### src/rtl/serial_dac_loader_pkg.sv
package serial_dac_loader_pkg;

    typedef enum logic [1:0] {
        ST_IDLE = 2'd0,
        ST_LOAD = 2'd1,
        ST_HELD = 2'd2
    } ctl_state_t;

endpackage

### src/rtl/sync_chain.sv
module sync_chain #(
    parameter int unsigned N      = 3,
    parameter int unsigned STAGES = 2
) (
    input  logic         clk,
    input  logic         rst_n,
    input  logic [N-1:0] d,
    output logic [N-1:0] q
);

    logic [STAGES-1:0][N-1:0] pipe;

    generate
        if (STAGES == 1) begin : g_single
            always_ff @(posedge clk or negedge rst_n) begin
                if (!rst_n) pipe <= '0;
                else        pipe <= d;
            end
        end else begin : g_multi
            always_ff @(posedge clk or negedge rst_n) begin
                if (!rst_n) pipe <= '0;
                else        pipe <= {pipe[STAGES-2:0], d};
            end
        end
    endgenerate

    assign q = pipe[STAGES-1];

endmodule

### src/rtl/shift_chain.sv
module shift_chain #(
    parameter int unsigned WIDTH = 16
) (
    input  logic             clk,
    input  logic             rst_n,
    input  logic             shift_en,
    input  logic             din,
    output logic [WIDTH-1:0] word,
    output logic             dout
);

    always_ff @(posedge clk or negedge rst_n) begin
        if (!rst_n)        word <= '0;
        else if (shift_en) word <= {word[WIDTH-2:0], din};
    end

    assign dout = word[WIDTH-1];

endmodule

### src/rtl/update_ctrl.sv
module update_ctrl
    import serial_dac_loader_pkg::*;
(
    input  logic       clk,
    input  logic       rst_n,
    input  logic       strobe_q,
    input  logic       bit_rise,
    output logic       shift_en,
    output logic       load_en,
    output ctl_state_t state
);

    ctl_state_t nxt;

    // state register
    always_ff @(posedge clk or negedge rst_n) begin
        if (!rst_n) state <= ST_IDLE;
        else        state <= nxt;
    end

    // transitions
    always_comb begin
        nxt = state;
        unique case (state)
            ST_IDLE: if (strobe_q)  nxt = ST_LOAD;
            ST_LOAD:                nxt = ST_HELD;
            ST_HELD: if (!strobe_q) nxt = ST_IDLE;
            default:                nxt = ST_IDLE;
        endcase
    end

    // outputs
    always_comb begin
        shift_en = 1'b0;
        load_en  = 1'b0;
        unique case (state)
            ST_IDLE: shift_en = bit_rise && !strobe_q;
            ST_LOAD: load_en  = 1'b1;
            ST_HELD: ;
            default: ;
        endcase
    end

endmodule

### src/rtl/code_hold.sv
module code_hold #(
    parameter int unsigned    WIDTH       = 16,
    parameter logic [WIDTH-1:0] BOTTOM_CODE = '0
) (
    input  logic             clk,
    input  logic             rst_n,
    input  logic             zero_req,
    input  logic             load_en,
    input  logic [WIDTH-1:0] din,
    output logic [WIDTH-1:0] code
);

    logic hold_n;
    assign hold_n = rst_n & ~zero_req;

    always_ff @(posedge clk or negedge hold_n) begin
        if (!hold_n)      code <= BOTTOM_CODE;
        else if (load_en) code <= din;
    end

endmodule

### src/rtl/serial_dac_loader.sv
module serial_dac_loader
    import serial_dac_loader_pkg::*;
#(
    parameter int unsigned      WIDTH       = 16,
    parameter int unsigned      SYNC_STAGES = 2,
    parameter logic [WIDTH-1:0] BOTTOM_CODE = '0
) (
    input  logic             clk,
    input  logic             rst_n,
    input  logic             ser_clk,
    input  logic             ser_din,
    input  logic             upd_strobe,
    input  logic             zero_req,
    output logic [WIDTH-1:0] dac_code,
    output logic             ser_dout
);

    localparam int unsigned NSYNC = 3;

    logic [NSYNC-1:0] raw_in, synced;
    logic             sclk_q, sdin_q, strobe_q, sclk_prev, bit_rise;
    logic             shift_en, load_en;
    logic [WIDTH-1:0] shift_word;
    ctl_state_t       ctl_state;

    assign raw_in = {ser_clk, ser_din, upd_strobe};

    sync_chain #(.N(NSYNC), .STAGES(SYNC_STAGES)) u_sync (
        .clk(clk), .rst_n(rst_n), .d(raw_in), .q(synced)
    );

    assign {sclk_q, sdin_q, strobe_q} = synced;

    always_ff @(posedge clk or negedge rst_n) begin
        if (!rst_n) sclk_prev <= 1'b0;
        else        sclk_prev <= sclk_q;
    end

    assign bit_rise = sclk_q & ~sclk_prev;

    update_ctrl u_ctrl (
        .clk(clk), .rst_n(rst_n), .strobe_q(strobe_q), .bit_rise(bit_rise),
        .shift_en(shift_en), .load_en(load_en), .state(ctl_state)
    );

    shift_chain #(.WIDTH(WIDTH)) u_shift (
        .clk(clk), .rst_n(rst_n), .shift_en(shift_en), .din(sdin_q),
        .word(shift_word), .dout(ser_dout)
    );

    code_hold #(.WIDTH(WIDTH), .BOTTOM_CODE(BOTTOM_CODE)) u_hold (
        .clk(clk), .rst_n(rst_n), .zero_req(zero_req), .load_en(load_en),
        .din(shift_word), .code(dac_code)
    );

endmodule

### config.mk
export PLATFORM = sky130hd
export DESIGN_NAME = serial_dac_loader
export DESIGN_NICKNAME = d
export VERILOG_FILES = /design/src/rtl/serial_dac_loader_pkg.sv /design/src/rtl/sync_chain.sv /design/src/rtl/shift_chain.sv /design/src/rtl/update_ctrl.sv /design/src/rtl/code_hold.sv /design/src/rtl/serial_dac_loader.sv
export SDC_FILE = /design/constraint.sdc
export NUM_CORES = 1
export LEC_CHECK = 0
export BUFFER_PORTS_ARGS = -buffer_cell sky130_fd_sc_hd__clkbuf_2
export CORE_MARGIN = 4
export CORE_UTILIZATION = 35
export DETAILED_ROUTE_END_ITERATION = 10
export SLEW_MARGIN = 20
export SYNTH_ARGS = -nofsm -noshare
export SYNTH_HDL_FRONTEND = slang
export SYNTH_SLANG_ARGS = --single-unit
### constraint.sdc
create_clock -name clk -period 2.95 [get_ports clk]
set_input_delay 0.295 -clock clk [delete_from_list [all_inputs] [get_ports clk]]
set_output_delay 0.295 -clock clk [all_outputs]
set_load 0.005 [all_outputs]
After elaboration in Yosys (flattened, before gate mapping). Index checks and enable logic that the tools add are counted. Widths: inputs -> output; s select.

Flip-flop bits (word level): 41. Logic and storage cells: 23. Bits of input ports: 6.

Bitwise gates (word level): 4. Reduce and logical (&&, ||, !) cells: 4. Multiplexer cells: 5. Eq/ne operators: 4.

Operator list (number): $pmux 2 s3 (1); $mux 2 (2); $ne 2x2->1 const B (2); $and 1x1->1 (2); $eq 2x1->1 const B (1); $eq 2x2->1 const B (1); $logic_not 2->1 (1); $mux 1 (2); $not 1->1 (2); $reduce_and 2->1 (1); $logic_and 1x1->1 (1); $logic_not 1->1 (1).

Depth between registers and ports, before layout. Gate-level depths: netlist (run 1).

Depth in word-level cells: 4. Gate-level depth with buffers: 4. Mapped depth without buffers: 3.

Hierarchy. From an unflattened synthesis (run 1), not the netlist that was laid out.

Cells, all modules: 88. Area, all modules: 1621.6 um^2.

Modules (own cells, without submodules): shift_chain (instances 1, cells each 35, area an instance 656.9 um^2); code_hold (instances 1, cells each 35, area an instance 655.6 um^2); sync_chain (instances 1, cells each 9, area an instance 172.7 um^2); update_ctrl (instances 1, cells each 7, area an instance 97.6 um^2); serial_dac_loader (instances 1, cells each 2, area an instance 38.8 um^2).

Worst setup path before layout (run 1). Ideal clock, no wire load.

Kind: register to register. Start: reg u_ctrl.state[1]. End: reg u_shift.word[0]. Setup time: 125 ps. Required time: 2825 ps. Buffers on the path: 1. Arrival time: 1381 ps. Setup slack: 1444 ps. Stages on the path, launching flop included: 4. Cells stage by stage: dfrtp_1 nor4_4 buf_6 mux2_2.

Longest elaborated chain between the ends: 2.

Ends and longest elaborated chain: from (decl) (RTL line update_ctrl.sv:10) `output ctl_state_t state`; from (signal assigned) (RTL line update_ctrl.sv:18) `else state <= nxt;`; $logic_not 2->1 (RTL line update_ctrl.sv:36) `unique case (state)`; $mux 1 (RTL line update_ctrl.sv:36); to (signal assigned) (RTL line shift_chain.sv:14) `else if (shift_en) word <= {word[WIDTH-2:0], din};`; to (decl) (RTL line shift_chain.sv:8) `output logic [WIDTH-1:0] word,`.

Every way passes these cells. A chain may end at the register's enable or synchronous reset.

Worst setup path in the final report (run 1).
Start: reg u_ctrl.state[1]. End: reg u_shift.word[7].

The elaborated chain is that of the path after synthesis.

==> results.md, run 1 <==
- Peak VDD IR: 0.3565 mV
- Dpl ws: 1073 ps
- Largest net degree at the start of global routing: 27
- Critical path class: flop to flop
- CORE AREA: 4029 µm²
- Hold-fix buffers, CTS: 0
- Post-route ant nets: 0
- Reg area: 1026 µm²
- Area Growth Syn to Fin: 16.72%
- Crit-path max FO: 16
- Final Core Density: 42.48%
- Filler cells: 390
- Routability cong.: 0.6720
- Fin cells: 160
- Cells after DPL: 153
- Simple-gate share of the synthesized area: 4.010%
- Worst path depth: 2
- GRT overflow: 0
- Synth top cells by count: 41 x dfrtp_1, 32 x mux2_2, 2 x buf_2, 2 x nand2b_1
- Max Cap Viol: 0
- Post-CTS sizing: 0
- Avg Vias per Cell: 4.569
- Row count: 23
- Mapped Area: 1466 µm²
- Crit path max-delay family: simple AND/OR/NAND/NOR gates
- Synthesized flop and latch total: 41
- Mux contribution to synthesized area: 24.57%
- Die span in x: 72.73 µm
- Rel. slew slack: 34.08%
- Clock-pin slew on the worst setup and hold paths: 70 ps
- RSZ-0062 raised after global routing: no
- Worst hold path type: input pin to asynchronous set/reset pin
- Total power: 1.316 mW
- # IOs: 23
- Placed Instance Area: 1625 µm²
- Vias in the first global route: 785
- Share of the synthesized area in the top cell type: 69.97%
- PortBufs: 22
- DRT iter0 DRCs: 8
- Clk buf depth: 2
- Htree depth: 2
- Sw power: 334.1 µW
- Post-Synth Adder-Cell Area: 0%
- Reg2Reg Launch Point: u_ctrl.state[1]
- Max-slew violation count: 0
- Synth top area cells: dfrtp_1 70%, mux2_2 25%, nor4_4 1.5%
- Sum Neg Setup Slack: 0 ps
- Min Tclk post-route: 1862 ps
- CTS buffer count: 5
- Sequential cell area fraction in the yosys report: 69.97%
- Crit share post-route: 63.12%
- Critical Path Source: u_ctrl.state[1]
- Final WL: 2.245 mm
- Clock network fraction of total power: 27.1%
- Leading area contributor after synthesis: dfrtp_1
- Area of the multi-input gates: 419.2 µm²
- Main synth FF type: dfrtp_1
- Via count: 731
- Critical Path Sink Type: flop
- Syn_nets: 89
- Most frequent cell after synthesis: dfrtp_1
- Antenna Cells: 0
- PwrDens: 769.1 nW/µm²
- Leak: 0.8734 nW
- WP data required: 3120 ps
- Nets@finish: 116
- Share of cells above drive strength 1: 56.36%
- FMAX: 537.0 MHz
- Pre-Repair DR Iteration Count: 4
- GRT Util Overall: 9.651%
- Status: finished, final reports clean
- Flop2flop setup slack: 1090 ps
- Crit path cell chain: nor4_4 -> mux2_2
- Sw frac: 25.38%
- Largest family of logic cells by synthesized area: multiplexers
- Ys Warns: 0
- FF-to-FF End: u_shift.word[7]
- Initial core utilization: 36.40%
- Clk sinks: 41
- First-pass GRT wire length: 3.753 mm
- R2R cell count: 2
- Initial antenna violation count: 0
- XOR/XNOR share of the synthesized area: 0%
- Final Hold Fails: 0
- Critical Path AT: 2030 ps
- Worst path max stage delay: 890 ps
- Setup repair bufs after CTS: 0
- Mean Syn Cell Area: 17.67 µm²
- Async S/R FF share, synth: 100.0%
- DR WL/cell: 14.03 µm
- Actual slew at the worst max-slew pin: 981.4 ps
- Worst clock skew: 3.954 ps
- Number of synthesized flops with an enable pin: 0
- Buf/Inv on CP: 0
- Slowest CP cell: nor4_4
- Int Power: 982.3 µW
- Critical Path End: u_shift.word[7]
- Combinational share of power: 17.6%
- Worst hold slack: 7.548 ps
- DPL Wire Length: 1.484 mm
- Drt drc: 0
- Final setup vio count: 0
- Compound-Gate Fraction of Synth Area: 0%
- Clock Tree Root: clkbuf_8
- TritonCTS clock tree: built
- Final WS setup: 1088 ps
- Unique masters post-synth: 10
- Total die area: 5290 µm²
- Synth Instances: 83
- Worst setup SP type: flop
- Die Span Y: 72.73 µm
- Final Cell Area: 1712 µm²
- Clk_lat worst skew: 280 ps
- Sequential share of power: 55.3%
==> per-layer routing <==
layer	vias to the layer above	track usage, %	share of wire, %
li1	339	-	-
met3	5	4.408	4.9
met5	-	0	0
met4	0	5.533	2.0
met2	19	14.43	49
met1	368	11.43	44
==> area by class of cell <==
type                    count  area share [%]
flip-flops and latches     41           59.94
well taps                  50           3.655
clock buffers               7           5.044
repair buffers             23           6.871
multi-input cells          39           24.49
==> placed cells by master (no fill, tap or decap) <==
cell type  instances
buf_4              1
clkbuf_1           1
clkbuf_2          22
clkbuf_8           6
dfrtp_1           41
mux2_2            32
nand2_1            1
nand2b_1           2
nand3b_1           1
nor2b_1            1
nor3b_1            1
nor4_4             1
==> power by group through the flow <==
stage	clock network, mW	logic, mW	registers [mW]
after floorplan	0	0.162	0.726
after global placement	0	0.229	0.736
after detailed placement	0	0.238	0.743
after CTS	0.371	0.239	0.732
after global routing	0.397	0.255	0.743
final	0.357	0.231	0.728
==> worst reg2reg max path, cell delays in order, from the launching register on <==
cell and delay, ps:
dfrtp_1 440, nor4_4 890, mux2_2 420
==> flip-flops by register name, indices dropped and copies added (netlist names) <==
name,count
u_sync.q,3
sclk_prev,1
u_ctrl.state,2
u_shift.word,16
u_sync.pipe,3
u_hold.code,16
==> kinds of logic after synthesis <==
kind of cell / Yosys count
muxes: 32
buffers and inverters: 3
DFF: 41
and+or+nand+nor: 7
==> how the worst min path moves through the flow <==
stage                   startpoint  slack, ps              end  cells after the start
finish                       rst_n          8   u_sync.pipe[1]                      1
global route                 rst_n         50  u_shift.word[4]                      1
CTS                          rst_n         20  u_shift.word[6]                      1
detailed placement  u_sync.pipe[2]        330      u_sync.q[2]                      0
global placement             rst_n        330   u_sync.pipe[2]                      1
floorplan                    rst_n       -0.6        sclk_prev                      0
No activity file was read; power rests on OpenSTA's default activity.
==> run 2, diff against run 1 <==
ABC_AREA = 1   (was unset)
clock period = 1.8 ns   (was 2.95 ns; I/O delays follow)
==> run 2 against run 1 <==
Net effect: utilization increased by 0.93 points; maximum frequency increased by 44%; cell count increased by 51%; highest routed layer unchanged.
==> results.md, run 2 <==
- Status: finished, final reports clean
- DPL Wire Length: 2.021 mm (+36%)
- Final setup vio count: 0 (unchanged)
- Ys Warns: 0 (unchanged)
- GRT Util Overall: 10.97% (+1.3 points)
- Peak VDD IR: 0.4210 mV (+18%)
- CORE AREA: 4444 µm² (+10%)
- RSZ-0062 raised after global routing: no
- Async S/R FF share, synth: 100.0% (unchanged)
- Largest regs: u_hold.code: 16 flops, u_shift.word: 16 flops
- GR Util met2: 18.29% (+3.9 points)
- DR WL/cell: 11.75 µm (-16%)
- Crit-path max FO: 16 (unchanged)
- Avg Vias per Cell: 4.602 (+0.72%)
- Most frequent cells in the layout: 49 x nand2_1, 41 x dfrtp_1, 22 x clkbuf_2
- Flop2flop setup slack: 510 ps (-580 ps)
- Most frequent cell after synthesis: nand2_1
- Met1 global-route usage: 12.48% (+1.1 points)
- Synth top area cells: dfrtp_1 62%, nand2_1 11%, o21ai_2 8.5%
- CTS buffer count: 5 (unchanged)
- Die Span Y: 76.67 µm (+5.4%)
- Synthesized flop and latch total: 41 (unchanged)
- Min Tclk post-route: 1292 ps (-570.2 ps)
- Mean Syn Cell Area: 10.51 µm² (-41%)
- Crit share post-route: 71.77% (+8.6 points)
- Worst hold path type: input pin to asynchronous set/reset pin
- GRT overflow: 0 (unchanged)
- Number of synthesized flops with an enable pin: 0 (unchanged)
- Largest net degree at the start of global routing: 32 (+19%)
- Nets@finish: 196 (+69%)
- FMAX: 774.1 MHz (+44%)
- Final WL: 2.831 mm (+26%)
- Synth top cells by count: 49 x nand2_1, 41 x dfrtp_1, 19 x inv_1
- Critical Path Source: u_sync.q[0]
- Clock Tree Root: clkbuf_8
- Post-route ant nets: 0 (unchanged)
- Mapped Area: 1650 µm² (+13%)
- Commonest non-fill, non-tap cell in the layout: nand2_1
- Sequential cell area fraction in the yosys report: 62.17% (-7.8 points)
- # IOs: 23 (unchanged)
- GRT busiest layer: met2
- Row count: 24 (+4.3%)
- Critical path class: flop to flop
- Die span in x: 76.67 µm (+5.4%)
- WP data required: 1970 ps (-1150 ps)
- Sum Neg Setup Slack: 0 ps (unchanged)
- Vias in the first global route: 1156 (+47%)
- PwrDens: 1152 nW/µm² (+50%)
- Actual slew at the worst max-slew pin: 388.3 ps (-593.1 ps)
- Share of cells above drive strength 1: 28.57% (-28 points)
- Unique masters post-synth: 16 (+6)
- Clk_lat worst skew: 280 ps (about the same)
- DRT iter0 DRCs: 95 (+87)
- PortBufs: 22 (unchanged)
- Worst clock skew: 4.974 ps (+1.020 ps)
- Via count: 1109 (+52%)
- GRT met3 Usage: 3.396% (-1.0 points)
- Synth Instances: 157 (+89%)
- Share of the synthesized area in the top cell type: 62.17% (-7.8 points)
- Area Growth Syn to Fin: 16.91%
- Syn_nets: 163 (+83%)
- Htree depth: 2 (unchanged)
- Critical Path AT: 1460 ps (-570 ps)
- Total power: 2.222 mW (+69%)
- Clock-pin slew on the worst setup and hold paths: 70 ps (about the same)
- Antenna Cells: 0 (unchanged)
- Clk sinks: 41 (unchanged)
- Worst setup SP type: flop
- Max-slew violation count: 0 (unchanged)
- Reg2Reg Launch Point: u_sync.q[0]
- Post-CTS sizing: 0 (unchanged)
- Initial core utilization: 37.13% (+0.74 points)
- Critical Path Sink Type: flop
- Drt drc: 0 (unchanged)
- Rel. slew slack: 74.08% (+40 points)
- Clk buf depth: 2 (unchanged)
- Routability cong.: 0.7076 (+5.3%)
- First-pass GRT wire length: 5.147 mm (+37%)
- Final Hold Fails: 0 (unchanged)
- Leak: 0.9796 nW (+12%)
- Leading area contributor after synthesis: dfrtp_1
- Main synth FF type: dfrtp_1
- Total die area: 5878 µm² (+11%)
- Max Cap Viol: 0 (unchanged)
- Setup repair bufs after CTS: 0 (unchanged)
- Initial antenna violation count: 0 (unchanged)
- Pre-Repair DR Iteration Count: 4 (unchanged)
- TritonCTS clock tree: built
## run 2: power by group
group	switching [mW]	leakage [nW]	internal, mW
clock	0.274	0.0399	0.255
combinational	0.333	0.394	0.195
sequential	0.0991	0.545	1.07
total	0.706	0.980	1.52
## run 2: cell families after synthesis
family	after synthesis	synth area share [%]
buf+inv	28	8.945
simple gates	72	20.39
compound gates	16	8.491
flops	41	62.17
## run 2: what timing repair did
| action | CTS | global route |
|---|---|---|
| hold buffers | 5 | 0 |
| endpoints found under the hold margin | 31 | 0 |
| setup endpoints to repair | 0 | 0 |
## run 2: critical path, cell delays in order (launching register included)
cell,delay (ps)
dfrtp_1,400
nor2_2,340
nand3_4,260
nand2_1,120
nand2_1,60
## run 2: worst paths after layout
check | endpoint | cells after the start
max in group asynchronous | u_hold.code[10] | 5
min in group clk | u_sync.q[0] | 0
hold / removal | u_shift.word[2] | 2
setup / recovery | u_shift.word[13] | 4
setup reg to reg | u_shift.word[13] | 4
hold reg to reg | u_sync.q[0] | 0
## run 2: layout make-up
type,instances,area (µm²)
Sequential cell,41,1026
Multi-Input combinational cell,88,476.7
Timing Repair Buffer,34,212.7
Inverter,20,75.07
Clock buffer,5,68.82
Fill cell,451,2515
Clock inverter,1,5.005
Tap cell,52,65.06
## run 2: through the flow
stage	hold slack [ps]	instance area [µm²]	utilization, %	setup slack, ps	std cells
after floorplan	-115.6	1650	-	641.4	157
final	328.8	1929	43.41	508.2	241
after detailed placement	108.1	1805	40.63	484.3	230
after global routing	364.0	1929	43.41	360.8	241
after CTS	332.7	1929	43.41	484.8	241
after global placement	104.4	1805	40.63	542.3	230
## run 2: per-layer routing
| metal | wire [µm] | vias up |
|---|---|---|
| met4 | 72 | 0 |
| li1 | - | 568 |
| met1 | 1304 | 519 |
| met5 | 0 | - |
| met3 | 102 | 5 |
| met2 | 1352 | 17 |
